==> src/rtl/irq_merge_pkg.sv <==
// Package: register word addresses and constants shared by the
// interrupt merge controller and its bench.
package irq_merge_pkg;
    localparam int ADDR_W = 4;
    localparam int WORD_W = 32;

    localparam logic [ADDR_W-1:0] A_POLARITY = 4'd0;
    localparam logic [ADDR_W-1:0] A_KIND     = 4'd1;
    localparam logic [ADDR_W-1:0] A_EN_LOAD  = 4'd2;
    localparam logic [ADDR_W-1:0] A_EN_SET   = 4'd3;
    localparam logic [ADDR_W-1:0] A_EN_CLR   = 4'd4;
    localparam logic [ADDR_W-1:0] A_ACK      = 4'd5;
    localparam logic [ADDR_W-1:0] A_STATUS   = 4'd6;
    localparam logic [ADDR_W-1:0] A_ACTIVE   = 4'd7;
    localparam logic [ADDR_W-1:0] A_IDENT    = 4'd8;
    localparam logic [ADDR_W-1:0] A_OPTIONS  = 4'd9;

    // Identity word: bits 27:20 and 15:0 carry the controller identity.
    localparam logic [WORD_W-1:0] IDENT_WORD = 32'h0230_7A5E;
endpackage

==> src/rtl/irq_src_cell.sv <==
// Module: irq_src_cell
// Conditions one request line. It applies the polarity, detects the active
// edge, and keeps a sticky pending bit in edge mode.
// Assumes line_i is synchronous to clk. The pending bit is cleared while
// the cell is in level mode. A new edge wins over an acknowledge that
// arrives in the same cycle.
module irq_src_cell (
    input  logic clk,
    input  logic rst_n,
    input  logic line_i,
    input  logic pol_i,
    input  logic edge_i,
    input  logic ack_i,
    output logic status_o
);
    logic adj;
    logic adj_prev_q;
    logic pend_q;
    logic rise;

    // Polarity-adjust the line and detect a 0-to-1 change of it.
    always_comb begin
        adj  = line_i ^ pol_i;
        rise = adj & ~adj_prev_q;
    end

    // Remember the adjusted line from the previous cycle.
    always_ff @(posedge clk) begin
        if (!rst_n) adj_prev_q <= 1'b0;
        else        adj_prev_q <= adj;
    end

    // Keep the sticky pending bit: set on an edge, clear on acknowledge, drop in level mode.
    always_ff @(posedge clk) begin
        if (!rst_n)      pend_q <= 1'b0;
        else if (!edge_i) pend_q <= 1'b0;
        else             pend_q <= (pend_q & ~ack_i) | rise;
    end

    // Choose what this line reports as its status.
    always_comb status_o = edge_i ? pend_q : adj;

    assert_pend_hold_R4: assert property (@(posedge clk) disable iff (!rst_n)
        (edge_i && pend_q && !ack_i) |=> pend_q);
    assert_edge_wins_R5: assert property (@(posedge clk) disable iff (!rst_n)
        (edge_i && rise) |=> pend_q);
    assert_level_drops_R9: assert property (@(posedge clk) disable iff (!rst_n)
        !edge_i |=> !pend_q);
endmodule

==> src/rtl/irq_enable_bank.sv <==
// Module: irq_enable_bank
// Holds the per-line enable mask. The mask can be loaded as a whole, or
// changed bit by bit with write-one-to-set and write-one-to-clear ports.
// Assumes that at most one of the three write strobes is high in a cycle.
module irq_enable_bank #(
    parameter int NUM_SRC = 8
) (
    input  logic               clk,
    input  logic               rst_n,
    input  logic               load_i,
    input  logic               set_i,
    input  logic               clr_i,
    input  logic [NUM_SRC-1:0] wdata_i,
    output logic [NUM_SRC-1:0] en_o
);
    logic [NUM_SRC-1:0] en_q;

    // Apply whichever enable write is strobed this cycle.
    always_ff @(posedge clk) begin
        if (!rst_n)      en_q <= '0;
        else if (load_i) en_q <= wdata_i;
        else if (set_i)  en_q <= en_q | wdata_i;
        else if (clr_i)  en_q <= en_q & ~wdata_i;
    end

    assign en_o = en_q;

    assert_en_set_R6: assert property (@(posedge clk) disable iff (!rst_n)
        set_i |=> ((en_q & $past(wdata_i)) == $past(wdata_i)));
    assert_en_clr_R6: assert property (@(posedge clk) disable iff (!rst_n)
        clr_i |=> ((en_q & $past(wdata_i)) == '0));
    assert_en_keep_R6: assert property (@(posedge clk) disable iff (!rst_n)
        !(load_i || set_i || clr_i) |=> $stable(en_q));
endmodule

==> src/rtl/irq_merge_ctrl.sv <==
// Module: irq_merge_ctrl (top)
// Merges NUM_SRC request lines into one registered interrupt output.
// Contains the register decode, the polarity and kind registers, one
// conditioning cell per line, and the enable bank.
// Assumes: NUM_SRC is in 1..32, the lines are synchronous to clk, and read
// data is valid in the same cycle that bus_addr is presented.
module irq_merge_ctrl
    import irq_merge_pkg::*;
#(
    parameter int NUM_SRC = 8
) (
    input  logic               clk,
    input  logic               rst_n,
    input  logic [NUM_SRC-1:0] irq_lines,
    input  logic               bus_sel,
    input  logic               bus_wr,
    input  logic [ADDR_W-1:0]  bus_addr,
    input  logic [WORD_W-1:0]  bus_wdata,
    output logic [WORD_W-1:0]  bus_rdata,
    output logic               irq_out
);
    localparam logic [5:0] COUNT_FIELD = 6'(NUM_SRC);

    logic [NUM_SRC-1:0] pol_q;
    logic [NUM_SRC-1:0] kind_q;
    logic [NUM_SRC-1:0] en_vec;
    logic [NUM_SRC-1:0] status_vec;
    logic [NUM_SRC-1:0] active_vec;
    logic [NUM_SRC-1:0] wbits;
    logic               wr_pol, wr_kind, wr_load, wr_set, wr_clr, wr_ack;
    logic               irq_q;

    // Decode the write strobes from the bus.
    always_comb begin
        wbits   = bus_wdata[NUM_SRC-1:0];
        wr_pol  = bus_sel && bus_wr && (bus_addr == A_POLARITY);
        wr_kind = bus_sel && bus_wr && (bus_addr == A_KIND);
        wr_load = bus_sel && bus_wr && (bus_addr == A_EN_LOAD);
        wr_set  = bus_sel && bus_wr && (bus_addr == A_EN_SET);
        wr_clr  = bus_sel && bus_wr && (bus_addr == A_EN_CLR);
        wr_ack  = bus_sel && bus_wr && (bus_addr == A_ACK);
    end

    // Hold the polarity and kind configuration registers.
    always_ff @(posedge clk) begin
        if (!rst_n) begin
            pol_q  <= '0;
            kind_q <= '0;
        end else begin
            if (wr_pol)  pol_q  <= wbits;
            if (wr_kind) kind_q <= wbits;
        end
    end

    // One conditioning cell for each line.
    for (genvar g = 0; g < NUM_SRC; g++) begin : g_src
        irq_src_cell u_cell (
            .clk      (clk),
            .rst_n    (rst_n),
            .line_i   (irq_lines[g]),
            .pol_i    (pol_q[g]),
            .edge_i   (kind_q[g]),
            .ack_i    (wr_ack & wbits[g]),
            .status_o (status_vec[g])
        );
    end

    irq_enable_bank #(.NUM_SRC(NUM_SRC)) u_enable (
        .clk     (clk),
        .rst_n   (rst_n),
        .load_i  (wr_load),
        .set_i   (wr_set),
        .clr_i   (wr_clr),
        .wdata_i (wbits),
        .en_o    (en_vec)
    );

    // Gate the status with the enables.
    always_comb active_vec = status_vec & en_vec;

    // Register the OR of the gated status as the merged output.
    always_ff @(posedge clk) begin
        if (!rst_n) irq_q <= 1'b0;
        else        irq_q <= |active_vec;
    end

    assign irq_out = irq_q;

    // Zero-extend a per-line vector to a bus word.
    function automatic logic [WORD_W-1:0] widen(input logic [NUM_SRC-1:0] v);
        logic [WORD_W-1:0] w;
        w = '0;
        w[NUM_SRC-1:0] = v;
        return w;
    endfunction

    // Select the read data for the addressed word.
    always_comb begin
        case (bus_addr)
            A_POLARITY: bus_rdata = widen(pol_q);
            A_KIND:     bus_rdata = widen(kind_q);
            A_EN_LOAD,
            A_EN_SET,
            A_EN_CLR:   bus_rdata = widen(en_vec);
            A_STATUS:   bus_rdata = widen(status_vec);
            A_ACTIVE:   bus_rdata = widen(active_vec);
            A_IDENT:    bus_rdata = IDENT_WORD;
            A_OPTIONS:  bus_rdata = {26'd0, COUNT_FIELD};
            default:    bus_rdata = '0;
        endcase
    end

    initial begin
        assert_count_range_R8: assert (NUM_SRC >= 1 && NUM_SRC <= 32);
    end

    assert_out_follows_R7: assert property (@(posedge clk) disable iff (!rst_n)
        1'b1 |=> (irq_out == $past(|(status_vec & en_vec))));
    assert_pol_stable_R2: assert property (@(posedge clk) disable iff (!rst_n)
        !wr_pol |=> $stable(pol_q));
endmodule

==> config.mk <==
export PLATFORM = sky130hd
export DESIGN_NAME = irq_merge_ctrl
export DESIGN_NICKNAME = d
export VERILOG_FILES = /design/src/rtl/irq_merge_pkg.sv /design/src/rtl/irq_src_cell.sv /design/src/rtl/irq_enable_bank.sv /design/src/rtl/irq_merge_ctrl.sv
export SDC_FILE = /design/constraint.sdc
export NUM_CORES = 1
export LEC_CHECK = 0
export BUFFER_PORTS_ARGS = -buffer_cell sky130_fd_sc_hd__buf_2
export CAP_MARGIN = 20
export CELL_PAD_IN_SITES_DETAIL_PLACEMENT = 0
export CELL_PAD_IN_SITES_GLOBAL_PLACEMENT = 1
export CORE_MARGIN = 2
export CORE_UTILIZATION = 37
export DETAILED_ROUTE_END_ITERATION = 12
export PLACE_DENSITY = 0.92
export SETUP_SLACK_MARGIN = 0.4
export SLEW_MARGIN = 40
export SYNTH_ARGS = -nofsm -noshare
export SYNTH_HDL_FRONTEND = slang
export SYNTH_SLANG_ARGS = --single-unit
==> constraint.sdc <==
create_clock -name clk -period 2.45 [get_ports clk]
set_clock_uncertainty 0.1 [all_clocks]
set_input_delay 0.49 -clock clk [delete_from_list [all_inputs] [get_ports clk]]
set_output_delay 0.49 -clock clk [all_outputs]
set_load 0.005 [all_outputs]
**Word level (Yosys, flattened, before mapping)**

Cells that the tools add are included.
W data, S select, Z words.

- Bits in registers: 41
- Latch bits: 0
- Bits in writable memories: 0
- ROM bits: 0
- Input bits: 48
- Output and inout port bits: 33
- Word-level logic and storage cells: 120
- Memories kept: 0

- $add $sub $neg: 0
- Multiply operators: 0
- Divide/modulo/power cells: 0
- Magnitude comparators: 0
- Equal/unequal tests: 9
- Shifts and indexed selects: 0
- Mux-type cells: 12
- Bitwise logic cells: 60
- Reductions and logical operators: 19

Operators by type and width:

| operator | count |
|---|---|
| $pmux W26 S7 | 1 |
| $and A1 B1 Y1 | 24 |
| $mux W8 | 3 |
| $and A8 B8 Y8 | 2 |
| $eq A4 B3 Y1 const B | 4 |
| $not A1 Y1 | 16 |
| $reduce_and A2 Y1 | 8 |
| $eq A4 B2 Y1 const B | 2 |
| $eq A4 B4 Y1 const B | 2 |
| $mux W1 | 8 |
| $not A8 Y8 | 1 |
| $or A1 B1 Y1 | 8 |
| $or A8 B8 Y8 | 1 |
| $reduce_or A8 Y1 | 1 |
| $xor A1 B1 Y1 | 8 |
| $logic_and A1 B1 Y1 | 7 |
| $eq A4 B1 Y1 const B | 1 |
| $logic_not A4 Y1 | 1 |
| $reduce_bool A3 Y1 | 1 |
| $reduce_or A3 Y1 | 1 |

**Depth between registers and ports, before layout**

Gate-level depths: netlist of the first run.

- Depth after elaboration: 6
- Gate-level depth with buffers: 5

**By module**

From an unflattened synthesis of the first run, not the netlist that was laid out.

- Cells, all modules: 285
- Area, all modules: 2437.3 µm²

By module, submodules not included:

| module | times used | cells an instance | area each (µm²) | seq. area each (µm²) |
|---|---|---|---|---|
| irq_merge_ctrl | 1 | 179 | 1346.3 | 340.3 |
| irq_src_cell | 8 | 8 | 91.3 | 40.0 |
| irq_enable_bank | 1 | 42 | 360.3 | 160.2 |

**Least setup slack after synthesis of the first run**

OpenSTA, ideal clock, no wires.

- Kind: input port to output port
- From: in bus_addr[3]
- To: out bus_rdata[11]
- Arrival time: 1.788 ns
- Slack: 0.072 ns
- Cell stages on the path: 3
- Cells stage by stage: clkbuf_1 nor4b_1 buf_4

- Longest elaborated chain between the ends: 3

RTL lines:

| item | line | text |
|---|---|---|
| from (decl) | irq_merge_ctrl.sv:17 | `input logic [ADDR_W-1:0] bus_addr,` |
| $eq A4 B2 Y1 or $eq A4 B3 Y1 (tied branches) | irq_merge_ctrl.sv:99 | `case (bus_addr)` |
| $reduce_or A3 Y1 | irq_merge_ctrl.sv:99 |  |
| $pmux W26 S7 * | irq_merge_ctrl.sv:99 |  |
| to (decl) | irq_merge_ctrl.sv:19 | `output logic [WORD_W-1:0] bus_rdata,` |

Every way passes the cells marked *; elsewhere a longest branch is shown, timed or not.

**Worst setup path in the final report of the first run**

- From: in irq_lines[2]
- To: out bus_rdata[2]

- Longest elaborated chain between the ends: 4

RTL lines:

| item | line | text |
|---|---|---|
| from (decl) | irq_merge_ctrl.sv:14 | `input logic [NUM_SRC-1:0] irq_lines,` |
| $xor A1 B1 Y1 * | irq_src_cell.sv:23 | `adj = line_i ^ pol_i;` |
| $mux W1 * | irq_src_cell.sv:41 | `always_comb status_o = edge_i ? pend_q : adj;` |
| $and A8 B8 Y8 | irq_merge_ctrl.sv:79 | `always_comb active_vec = status_vec & en_vec;` |
| $pmux W26 S7 * | irq_merge_ctrl.sv:99 |  |

Marks and branches as above.

==> results of run 1 <==
[worst max-delay path, delay by kind of cell]
kind	cells	cell delay [ps]
compound gates	2	440
buf+inv	2	260
mux	1	200
xor+xnor	1	180
[cells in the mapped netlist (all sizes together), types with 6 or more instances]
cell type  count  area (um2)
nor2          10        40.0
xor2           8        70.1
a221o         12         120
dfxtp         41         821
clkbuf         6        22.5
and2           8        50.1
o211a          8        80.1
nand3          8        40.0
and4b          8        80.1
nor2b         19         119
mux2i         16         160
a21boi        16         120
buf           28         201
nand2         15        58.8
o21ai         17        85.1
[cell type report]
| cell class | instances | area (um2) | area share |
|---|---|---|---|
| clock buffer | 7 | 86.3 | 0.0278 |
| tap | 75 | 93.8 | 0.0302 |
| timing repair buffer | 75 | 517 | 0.166 |
| multi-input combinational | 191 | 1520 | 0.489 |
| sequential | 41 | 842 | 0.271 |
| clock inverter | 1 | 30.0 | 0.00967 |
| inverter | 5 | 18.8 | 0.00604 |
[routing by layer]
metal	vias to the layer above	global-route usage	wire length, um
met3	10	0.0396	407
met1	972	0.231	2750
met2	77	0.259	2850
li1	1000	-	-
met5	-	0	0
met4	0	0.0616	108
[worst paths after layout]
kind / from / to / slack [ps] / cells past startpoint
setup / recovery: irq_lines[2] / bus_rdata[2] / 300 / 6
hold / removal: bus_wdata[7] / flop / 360 / 2
setup reg to reg: pol_q[2]$_SDFFE_PN0P_ / irq_out$_SDFF_PN0_ / 480 / 11
hold reg to reg: pol_q[7]$_SDFFE_PN0P_ / pol_q[7]$_SDFFE_PN0P_ / 400 / 2
[per-stage QoR]
stage,setup WS [ps],instances
floorplan,411,271
global placement,150,361
detailed placement,144,361
CTS,293,385
global route,218,395
finish,298,395
[timing repair]
item                                   in CTS  in global routing
cloned                                      0                  0
setup buffers                              16                 10
resized for setup                          26                 44
pin swaps                                  14                  9
setup endpoints to repair                  16                  9
endpoints found under the hold margin       0                  0
[power by group through the flow]
stage          logic (mW)  clock network, mW  registers, mW
2_1_floorplan       0.119                  0          0.702
3_3_place_gp        0.161                  0          0.703
3_5_place_dp        0.162                  0          0.704
4_1_cts             0.194              0.584          0.688
5_1_grt             0.252              0.613          0.688
6_report            0.233              0.574          0.686
[layout by cell type (no fill, tap or decap), types with 2 or more instances in the layout]
master,Yosys,final
buf_2,2,36
buf_4,25,33
dfxtp_1,41,30
nor2b_1,19,17
a21boi_0,16,16
conb_1,1,16
nand2_1,14,14
a221o_1,12,12
mux2i_1,16,12
o21ai_1,0,8
nor2_1,9,8
and4b_1,8,8
nand3_1,8,8
o211a_1,8,8
and2_1,8,8
dfxtp_2,0,8
xor2_2,0,6
clkbuf_8,0,6
o21ai_0,17,5
inv_1,5,5
a21o_1,4,4
o21ai_2,0,4
o22ai_1,5,4
nand2b_1,5,3
mux2i_2,0,3
o211ai_1,3,3
buf_6,0,3
dfxtp_4,0,3
nand2b_4,0,2
xor2_4,0,2
nor2_2,1,2
nor4b_4,1,2
buf_12,0,2
[cell families after synthesis]
| kind of cell | count (synthesis) | share of synthesized area |
|---|---|---|
| simple gates | 81 | 0.216 |
| buf+inv | 39 | 0.104 |
| other cells | 1 | 0.00160 |
| compound gates | 69 | 0.225 |
| flops | 41 | 0.351 |
| mux | 17 | 0.0732 |
| xor+xnor | 8 | 0.0299 |
==> results.md, run 1 <==
- WL per Instance: around 15 um
- Count of input and output buffers: 40
- Crit path largest cell delay: between 300 and 400 ps
- CTS clk-pin slew, worst paths: 80 ps
- Count of pins on the block boundary: between 80 and 90
- Wire length of the first global-routing pass: around 9.5 mm
- Filler instances: 546
- Critical path capture point type: primary output
- Internal Dissipation: 1.13 mW
- Number of warnings issued by yosys: 0
- FF+latch count, synth: 41
- Number of vias in the routed layout: 2059
- Ant diodes: 0
- Initial DRC Count: 170
- Unrepaired setup endpoints after global routing: yes
- Final min period: 2150 ps
- Share of flip-flops with an asynchronous set or reset: 0
- Seq pwr share: 0.459
- Status: finished, final reports clean
- Upper clock frequency limit: 465 MHz
- Net switching fraction of the power: 0.246
- Combined area of all synthesized cells: 2340 um2
- Total track usage: 0.169
- Post-layout power: approximately 1.5 mW
- CP Max Fanout: 3
- Std cell rows: 28
- Sequential-to-total area share from yosys stat: 0.351
- Total power per unit cell area: 481 nW/um2
- CTS Buffer Depth: 2
- Endpoint arrival time on the critical path: 1560 ps
- Aggregate negative setup slack: 0 ps
- Combinational group share of total power: 0.156
- Clock group share of total power: 0.385
- Required time reported for the critical path endpoint: 1860 ps
- Total leakage power: approximately 1.5 nW
- Tightest Hold Check Type: input port to flop
- Number of antenna violations at the first check in global routing: 0
- Share of the cycle needed by the critical path after routing: 0.879
- Count of mapped cells out of synthesis: 256
- Final core utilization: 0.515
- Post-layout instance area: a little over 3000 um2
- Vias/cell: 5.21
- Net switching power of the design: 0.367 mW
- Clock sink total: 41
- Synthesized area per cell: 9.14 um2
- Crit-path cells: buf_2, xor2_2, mux2i_2, o21ai_1, a221o_1, buf_2
- Area after DPL: 2540 um2
- Antenna violation net count after detailed routing: 0
- Max cap viols: 0
- DIE WIDTH: between 80 and 90 um
- Number of global-route vias before repair: 1903
- Clock latency of the later-clocked register in the worst-skew pair: 300 ps
- Pin count of the biggest net entering global routing: 27
- Starting Density: 0.388
- Fraction of layout cells with a size suffix above 1: 0.388
- Cts hold-fix bufs: 0
- Max IR drop VDD: 210 uV
- Nets@finish: 367
- Routability congestion estimate: around 0.84
- TritonCTS clock tree: built
- Setup violators final: 0
- Clk root buf: clkbuf_8
- Number of pins exceeding their max-slew limit in the final report: 0
- Post-detailed-placement half-perimeter wirelength: approximately 3.9 mm
- Kind of critical path: input port to primary output
- Vertical die dimension: 83.5 um
- Core area: 6030 um2
- # H-tree levels: 2
- Number of synthesized flops with an enable pin: 0
- Final-report hold violation count: 0
- Pre-antenna DRT Iters: 4
- Startpoint kind of the worst setup timing path: input port
- Main synth FF type: dfxtp_1
- Die Area: between 6000 and 7000 um2
- DRT Wirelength: around 6.1 mm
- Total grt overflow: 0
- Master of the slowest instance on the critical path: a221o_1
- Library cell appearing most often on the critical path: buf_2
- Number of remaining DRC errors: 0
- Final Hold Slack: 364 ps
- Layout-stage area growth over the synthesis result: 32.7%
- Number of CTS-inserted buffers: 5
- Distinct cells, synth: 38
(Power assumes the default switching activity.)
==> run 2, diff against run 1 <==
PLACE_DENSITY = unset   (was 0.92)
PLACE_DENSITY_LB_ADDON = 0.2   (was unset)
==> run 2 against run 1 <==
Net effect: combinational power grew 6%; hold slack gained 25 ps; sequential power is essentially flat; power shrank 4.2%; critical endpoint is now bus_rdata[4]; worst setup slack gained 24 ps; cell count grew 1.5%; largest power group unchanged; maximum frequency grew 1.1%.
==> results.md, run 2 (same netlist as run 1, synthesis figures left out) <==
- Kind of critical path: flop to primary output (was input port to primary output)
- Total track usage: 0.182 (was 0.169)
- Total leakage power: 1.51 nW (was 1.47 nW)
- Most used cells in the layout excluding fill and tap cells: 37 x buf_4, 36 x buf_2, 30 x dfxtp_1 (was 36 x buf_2, 33 x buf_4, 30 x dfxtp_1)
- Vias/cell: 5.20 (was 5.21)
- Total power per unit cell area: 449 nW/um2 (was 481 nW/um2)
- Final core utilization: 0.528 (was 0.515)
- Number of antenna violations at the first check in global routing: 0 (unchanged)
- Pre-antenna DRT Iters: 4 (unchanged)
- Startpoint kind of the worst setup timing path: flop (was input port)
- Unrepaired setup endpoints after global routing: yes (unchanged)
- Fraction of layout cells with a size suffix above 1: 0.411 (was 0.388)
- Combinational group share of total power: 0.172 (was 0.156)
- Share of the cycle needed by the critical path after routing: 0.869 (was 0.879)
- Clock sink total: 41 (unchanged)
- WL per Instance: 16.0 um (was 15.5 um)
- Number of pins exceeding their max-slew limit in the final report: 0 (unchanged)
- Clock latency of the later-clocked register in the worst-skew pair: 290 ps (was 300 ps)
- Count of pins on the block boundary: 81 (unchanged)
- Critical path capture point type: primary output (unchanged)
- Total instance count after detailed placement: 363 (was 361)
- Std cell rows: 28 (unchanged)
- CTS Buffer Depth: 2 (unchanged)
- CP Max Fanout: 3 (unchanged)
- Endpoint arrival time on the critical path: 1540 ps (was 1560 ps)
- DRT Wirelength: 6.40 mm (was 6.12 mm)
- Aggregate negative setup slack: 0 ps (unchanged)
- Layout-stage area growth over the synthesis result: 35.9% (was 32.7%)
- Upper clock frequency limit: 470 MHz (was 465 MHz)
- Post-detailed-placement half-perimeter wirelength: 4.16 mm (was 3.93 mm)
- Number of vias in the routed layout: 2086 (was 2059)
- Clk root buf: clkbuf_8 (unchanged)
- Net switching power of the design: 0.369 mW (was 0.367 mW)
- TritonCTS clock tree: built (unchanged)
- Number of non-filler instances in the completed layout: 401 (was 395)
- Area taken by multi-input logic gates: 1540 um2 (was 1520 um2)
- Antenna violation net count after detailed routing: 0 (unchanged)
- Required time reported for the critical path endpoint: 1860 ps (about the same)
- Seq pwr share: 0.481 (was 0.459)
- Most common cell after layout, fill and taps aside: buf_4 (was buf_2)
- Final-report hold violation count: 0 (unchanged)
- Final min period: 2130 ps (was 2150 ps)
- Number of CTS-inserted buffers: 5 (unchanged)
- Setup violators final: 0 (unchanged)
- Wire length of the first global-routing pass: 10.0 mm (was 9.47 mm)
- Clock group share of total power: 0.346 (was 0.385)
- Initial DRC Count: 141 (was 170)
- Pin count of the biggest net entering global routing: 32 (was 27)
- Internal Dissipation: 1.06 mW (was 1.13 mW)
- Nets@finish: 373 (was 367)
- Number of remaining DRC errors: 0 (unchanged)
- Max IR drop VDD: 222 uV (was 210 uV)
- Routability congestion estimate: 0.761 (was 0.842)
- Tightest Hold Check Type: input port to flop (unchanged)
- Worst-case register-to-register setup slack: 490 ps (was 480 ps)
- Filler instances: 543 (was 546)
- Net switching fraction of the power: 0.258 (was 0.246)
- CTS clk-pin slew, worst paths: 80 ps (about the same)
- Area taken by flip-flops and latches: 837 um2 (was 842 um2)
- Vertical die dimension: 83.5 um (unchanged)
- Die Area: 6980 um2 (unchanged)
- DIE WIDTH: 83.5 um (unchanged)
- Starting Density: 0.388 (unchanged)
- Number of global-route vias before repair: 1938 (was 1903)
- Count of input and output buffers: 40 (unchanged)
- Core area: 6030 um2 (unchanged)
- Ant diodes: 0 (unchanged)
- Total grt overflow: 0 (unchanged)
- Status: finished, final reports clean (unchanged)
- Max cap viols: 0 (unchanged)
- # H-tree levels: 2 (unchanged)
-- run 2: stage by stage --
| stage | area [um2] | worst slack, ps | hold slack [ps] | power [mW] |
|---|---|---|---|---|
| 5_1_grt | 3180 | 255 | 386 | 1.50 |
| 3_3_place_gp | 2560 | 120 | 380 | 0.872 |
| 2_1_floorplan | 2400 | 411 | 366 | 0.821 |
| 3_5_place_dp | 2560 | 140 | 385 | 0.873 |
| 4_1_cts | 2980 | 298 | 380 | 1.41 |
| 6_report | 3180 | 322 | 388 | 1.43 |
-- run 2: repair_timing --
action	in CTS	in global routing
pin swaps	17	10
setup buffers	23	6
cloned	0	1
resized for setup	46	29
hold buffers	0	0
setup endpoints to repair	16	17
-- run 2: power by group through the flow --
| stage | clock network (mW) | logic (mW) | registers, mW |
|---|---|---|---|
| after floorplan | 0 | 0.119 | 0.702 |
| after global placement | 0 | 0.168 | 0.704 |
| after detailed placement | 0 | 0.169 | 0.704 |
| after CTS | 0.508 | 0.217 | 0.688 |
| after global routing | 0.540 | 0.266 | 0.690 |
| final | 0.495 | 0.247 | 0.688 |
-- run 2: final timing paths --
check / end / cells after the start / start
worst max-delay path: bus_rdata[4] / 5 / pol_q[4]$_SDFFE_PN0P_
worst min-delay path: flop / 2 / bus_wdata[7]
worst max register to register: irq_out$_SDFF_PN0_ / 11 / pol_q[1]$_SDFFE_PN0P_
worst min register to register: pol_q[0]$_SDFFE_PN0P_ / 2 / pol_q[0]$_SDFFE_PN0P_
-- run 2: area by class of cell --
| cell class | instances | area share |
|---|---|---|
| inverter | 5 | 0.00590 |
| tap | 75 | 0.0295 |
| sequential | 41 | 0.263 |
| multi-input combinational | 191 | 0.485 |
| clock buffer | 7 | 0.0303 |
| timing repair buffer | 81 | 0.185 |
| clock inverter | 1 | 0.00157 |
-- run 2: critical path: stages (launching register included) --
cell	delay (ps)
dfxtp_4	370
xor2_4	160
o21ai_2	150
o21ai_1	90
a221o_1	350
buf_2	130
-- run 2: per-layer routing --
layer  global-route usage  wire length, um
met5                    0                0
met4               0.0528              106
met3               0.0445              358
met2                0.282             2840
met1                0.252             3100
==> run 3, diff against run 2 <==
--- a/config.mk
+++ b/config.mk
@@ -11,7 +11,8 @@
 export CELL_PAD_IN_SITES_GLOBAL_PLACEMENT = 1
 export CORE_MARGIN = 2
-export CORE_UTILIZATION = 37
+export CORE_UTILIZATION = 33
 export DETAILED_ROUTE_END_ITERATION = 12
 export PLACE_DENSITY_LB_ADDON = 0.2
+export REMOVE_ABC_BUFFERS = 1
 export SETUP_SLACK_MARGIN = 0.4
 export SLEW_MARGIN = 40
==> constraint.sdc (replaced) <==
create_clock -name clk -period 1.8 [get_ports clk]
set_clock_uncertainty 0.1 [all_clocks]
set_input_delay 0.54 -clock clk [delete_from_list [all_inputs] [get_ports clk]]
set_output_delay 0.54 -clock clk [all_outputs]
set_load 0.005 [all_outputs]
==> run 3 against run 2 <==
Net effect: the run now ends with setup timing left; non-clock buffer count increased by 37; flip-flop and latch count unchanged; sequential power increased by 36%; wire length increased by 6.7%; clock-buffer cell count increased by 1; utilization decreased by 0.26 points; register-to-register slack got worse by 240 ps; critical path depth increased by 3; first-iteration DRC count unchanged; cell count increased by 14%; critical endpoint is now bus_rdata[1]; largest power group unchanged.
==> results.md, run 3 (same netlist as run 1, synthesis figures left out) <==
- Status: finished, violations left (was finished, final reports clean)
- Failing checks: setup timing
- Max cap viols: 0 (unchanged)
- Area after DPL: 2960 um2 (was 2560 um2)
- Count of cells along the worst hold path: 2 (unchanged)
- Number of global-route vias before repair: 2132 (was 1938)
- Routability congestion estimate: 0.823 (was 0.761)
- Launch point of the worst hold path: pol_q[3]$_SDFFE_PN0P_ (was bus_wdata[7])
- DIE WIDTH: 88.2 um (was 83.5 um)
- CTS Buffer Depth: 2 (unchanged)
- Die Area: 7780 um2 (was 6980 um2)
- Library cell appearing most often on the critical path: buf_8
- Combinational group share of total power: 0.201 (was 0.172)
- Most common cell after layout, fill and taps aside: buf_4 (unchanged)
- Clock latency of the later-clocked register in the worst-skew pair: 290 ps (about the same)
- Crit path largest cell delay: 330 ps (was 370 ps)
- Required time reported for the critical path endpoint: 1160 ps (was 1860 ps)
- Post-layout instance area: 3590 um2 (was 3180 um2)
- Number of vias in the routed layout: 2207 (was 2086)
- Total track usage: 0.181 (was 0.182)
- WP buf/inv: 4 (was 1)
- Pin count of the biggest net entering global routing: 15 (was 32)
- Most used cells in the layout excluding fill and tap cells: 53 x buf_4, 37 x dfxtp_1, 35 x buf_6 (was 37 x buf_4, 36 x buf_2, 30 x dfxtp_1)
- Initial DRC Count: 141 (unchanged)
- Max IR drop VDD: 372 uV (was 222 uV)
- Startpoint kind of the worst setup timing path: input port (was flop)
- Upper clock frequency limit: 445 MHz
- Number of remaining DRC errors: 0 (unchanged)
- Aggregate negative setup slack: -5490 ps (was 0 ps)
- Tightest Hold Check Type: flop to flop (was input port to flop)
- Count of pins on the block boundary: 81 (unchanged)
- Unrepaired setup endpoints after global routing: yes (unchanged)
- Setup violators final: 16 (was 0)
- Ant diodes: 0 (unchanged)
- DRT Wirelength: 6.83 mm (was 6.40 mm)
- Core area: 6830 um2 (was 6030 um2)
- Final core utilization: 0.525 (was 0.528)
- Number of pins exceeding their max-slew limit in the final report: 0 (unchanged)
- Worst-case register-to-register setup slack: 250 ps (was 490 ps)
- Pre-antenna DRT Iters: 4 (unchanged)
- Post-detailed-placement half-perimeter wirelength: 4.95 mm (was 4.16 mm)
- Final setup margin: -447 ps (was 322 ps)
- Total grt overflow: 0 (unchanged)
- Kind of critical path: input port to primary output (was flop to primary output)
- Fraction of layout cells with a size suffix above 1: 0.479 (was 0.411)
- Endpoint arrival time on the critical path: 1610 ps (was 1540 ps)
- TritonCTS clock tree: built (unchanged)
- Starting Density: 0.343 (was 0.388)
- Vias/cell: 4.81 (was 5.20)
- Vertical die dimension: 88.2 um (was 83.5 um)
- First element of the critical path: bus_addr[0] (was pol_q[4]$_SDFFE_PN0P_)
- Share of the cycle needed by the critical path after routing: 1.25
- Antenna violation net count after detailed routing: 0 (unchanged)
- Clock sink total: 41 (unchanged)
- Nets@finish: 410 (was 373)
- Master of the slowest instance on the critical path: a221o_1 (was dfxtp_4)
- Final-report hold violation count: 0 (unchanged)
- Top Family by Delay on Critical Path: buffers and inverters (was compound AO/OA/AOI/OAI gates)
- Clock group share of total power: 0.312 (was 0.346)
- Total instance count after detailed placement: 435 (was 363)
- Capture endpoint of the worst hold path: pol_q[3]$_SDFFE_PN0P_
- Number of CTS-inserted buffers: 5 (unchanged)
- CTS clk-pin slew, worst paths: 80 ps (about the same)
- Final min period: 2250 ps
- Std cell rows: 30 (was 28)
- Length in cells of the worst reg-to-reg path: 5 (was 11)
- Internal Dissipation: 1.41 mW (was 1.06 mW)
- Number of non-filler instances in the completed layout: 459 (was 401)
- CP Max Fanout: 7 (was 3)
- Seq pwr share: 0.487 (was 0.481)
- Critical path capture point type: primary output (unchanged)
- # H-tree levels: 2 (unchanged)
- End of the worst register-to-register path: irq_out$_SDFF_PN0_ (unchanged)
- Number of antenna violations at the first check in global routing: 0 (unchanged)
- Net switching power of the design: 0.508 mW (was 0.369 mW)
- Layout-stage area growth over the synthesis result: 53.3% (was 35.9%)
- WL per Instance: 14.9 um (was 16.0 um)
- Total leakage power: 1.75 nW (was 1.51 nW)
- Clk root buf: clkbuf_8 (unchanged)
- Total power per unit cell area: 535 nW/um2 (was 449 nW/um2)
- Wire length of the first global-routing pass: 10.8 mm (was 10.0 mm)
- Net switching fraction of the power: 0.265 (was 0.258)
- Crit-path cells: buf_8, buf_8, nor2b_4, buf_6, nand2_1, o21ai_1, a221o_1, buf_2 (was xor2_4, o21ai_2, o21ai_1, a221o_1, buf_2)
- Reg2Reg Launch Point: pol_q[5]$_SDFFE_PN0P_ (was pol_q[1]$_SDFFE_PN0P_)
- Count of input and output buffers: 40 (unchanged)
-- run 3: worst reg2reg max path, stage by stage, from the launching register on --
cell and delay, ps:
dfxtp_4 360, xor2_1 190, mux2i_2 250, buf_4 160, o22ai_1 80, o31a_1 310
-- run 3: worst max path at each step --
stage	to	slack, ps	cells past startpoint
after floorplan	bus_rdata[11]	-740	1
after global placement	bus_rdata[1]	-650	6
after detailed placement	bus_rdata[1]	-640	6
after CTS	bus_rdata[1]	-460	6
after global routing	bus_rdata[1]	-520	6
final	bus_rdata[1]	-450	8
-- run 3: per-layer routing --
layer  vias to the layer above  wire, um  part of all wire  GRT usage
met4                         0        70             0.010     0.0468
li1                       1092         -                 -          -
met1                      1044      3310              0.48      0.247
met5                         -         0                 0          0
met2                        62      3180              0.46      0.296
met3                         9       275             0.040     0.0326
-- run 3: power by group through the flow --
stage / clock [mW] / combinational, mW / sequential, mW
CTS: 0.608 / 0.367 / 0.937
detailed placement: 0 / 0.287 / 0.958
global placement: 0 / 0.286 / 0.957
global route: 0.641 / 0.420 / 0.938
finish: 0.598 / 0.386 / 0.935
floorplan: 0 / 0.111 / 0.956
-- run 3: repair_timing --
action	in CTS	in global routing
resized for setup	109	24
pin swaps	46	21
setup buffers	12	4
hold buffers	0	0
setup endpoints to repair	49	49
-- run 3: cell type report --
| type | count | area [um2] |
|---|---|---|
| Fill cell | 631 | 3240 |
| Clock buffer | 8 | 80.1 |
| Inverter | 5 | 18.8 |
| Timing Repair Buffer | 118 | 987 |
| Multi-Input combinational cell | 191 | 1560 |
| Sequential cell | 41 | 828 |
| Tap cell | 96 | 120 |
-- run 3: metrics by stage --
stage / power [mW] / setup slack [ps] / hold slack (ps)
floorplan: 1.07 / -743 / 366
global placement: 1.24 / -647 / 378
detailed placement: 1.25 / -638 / 387
CTS: 1.91 / -462 / 373
global route: 2.00 / -519 / 408
finish: 1.92 / -447 / 393
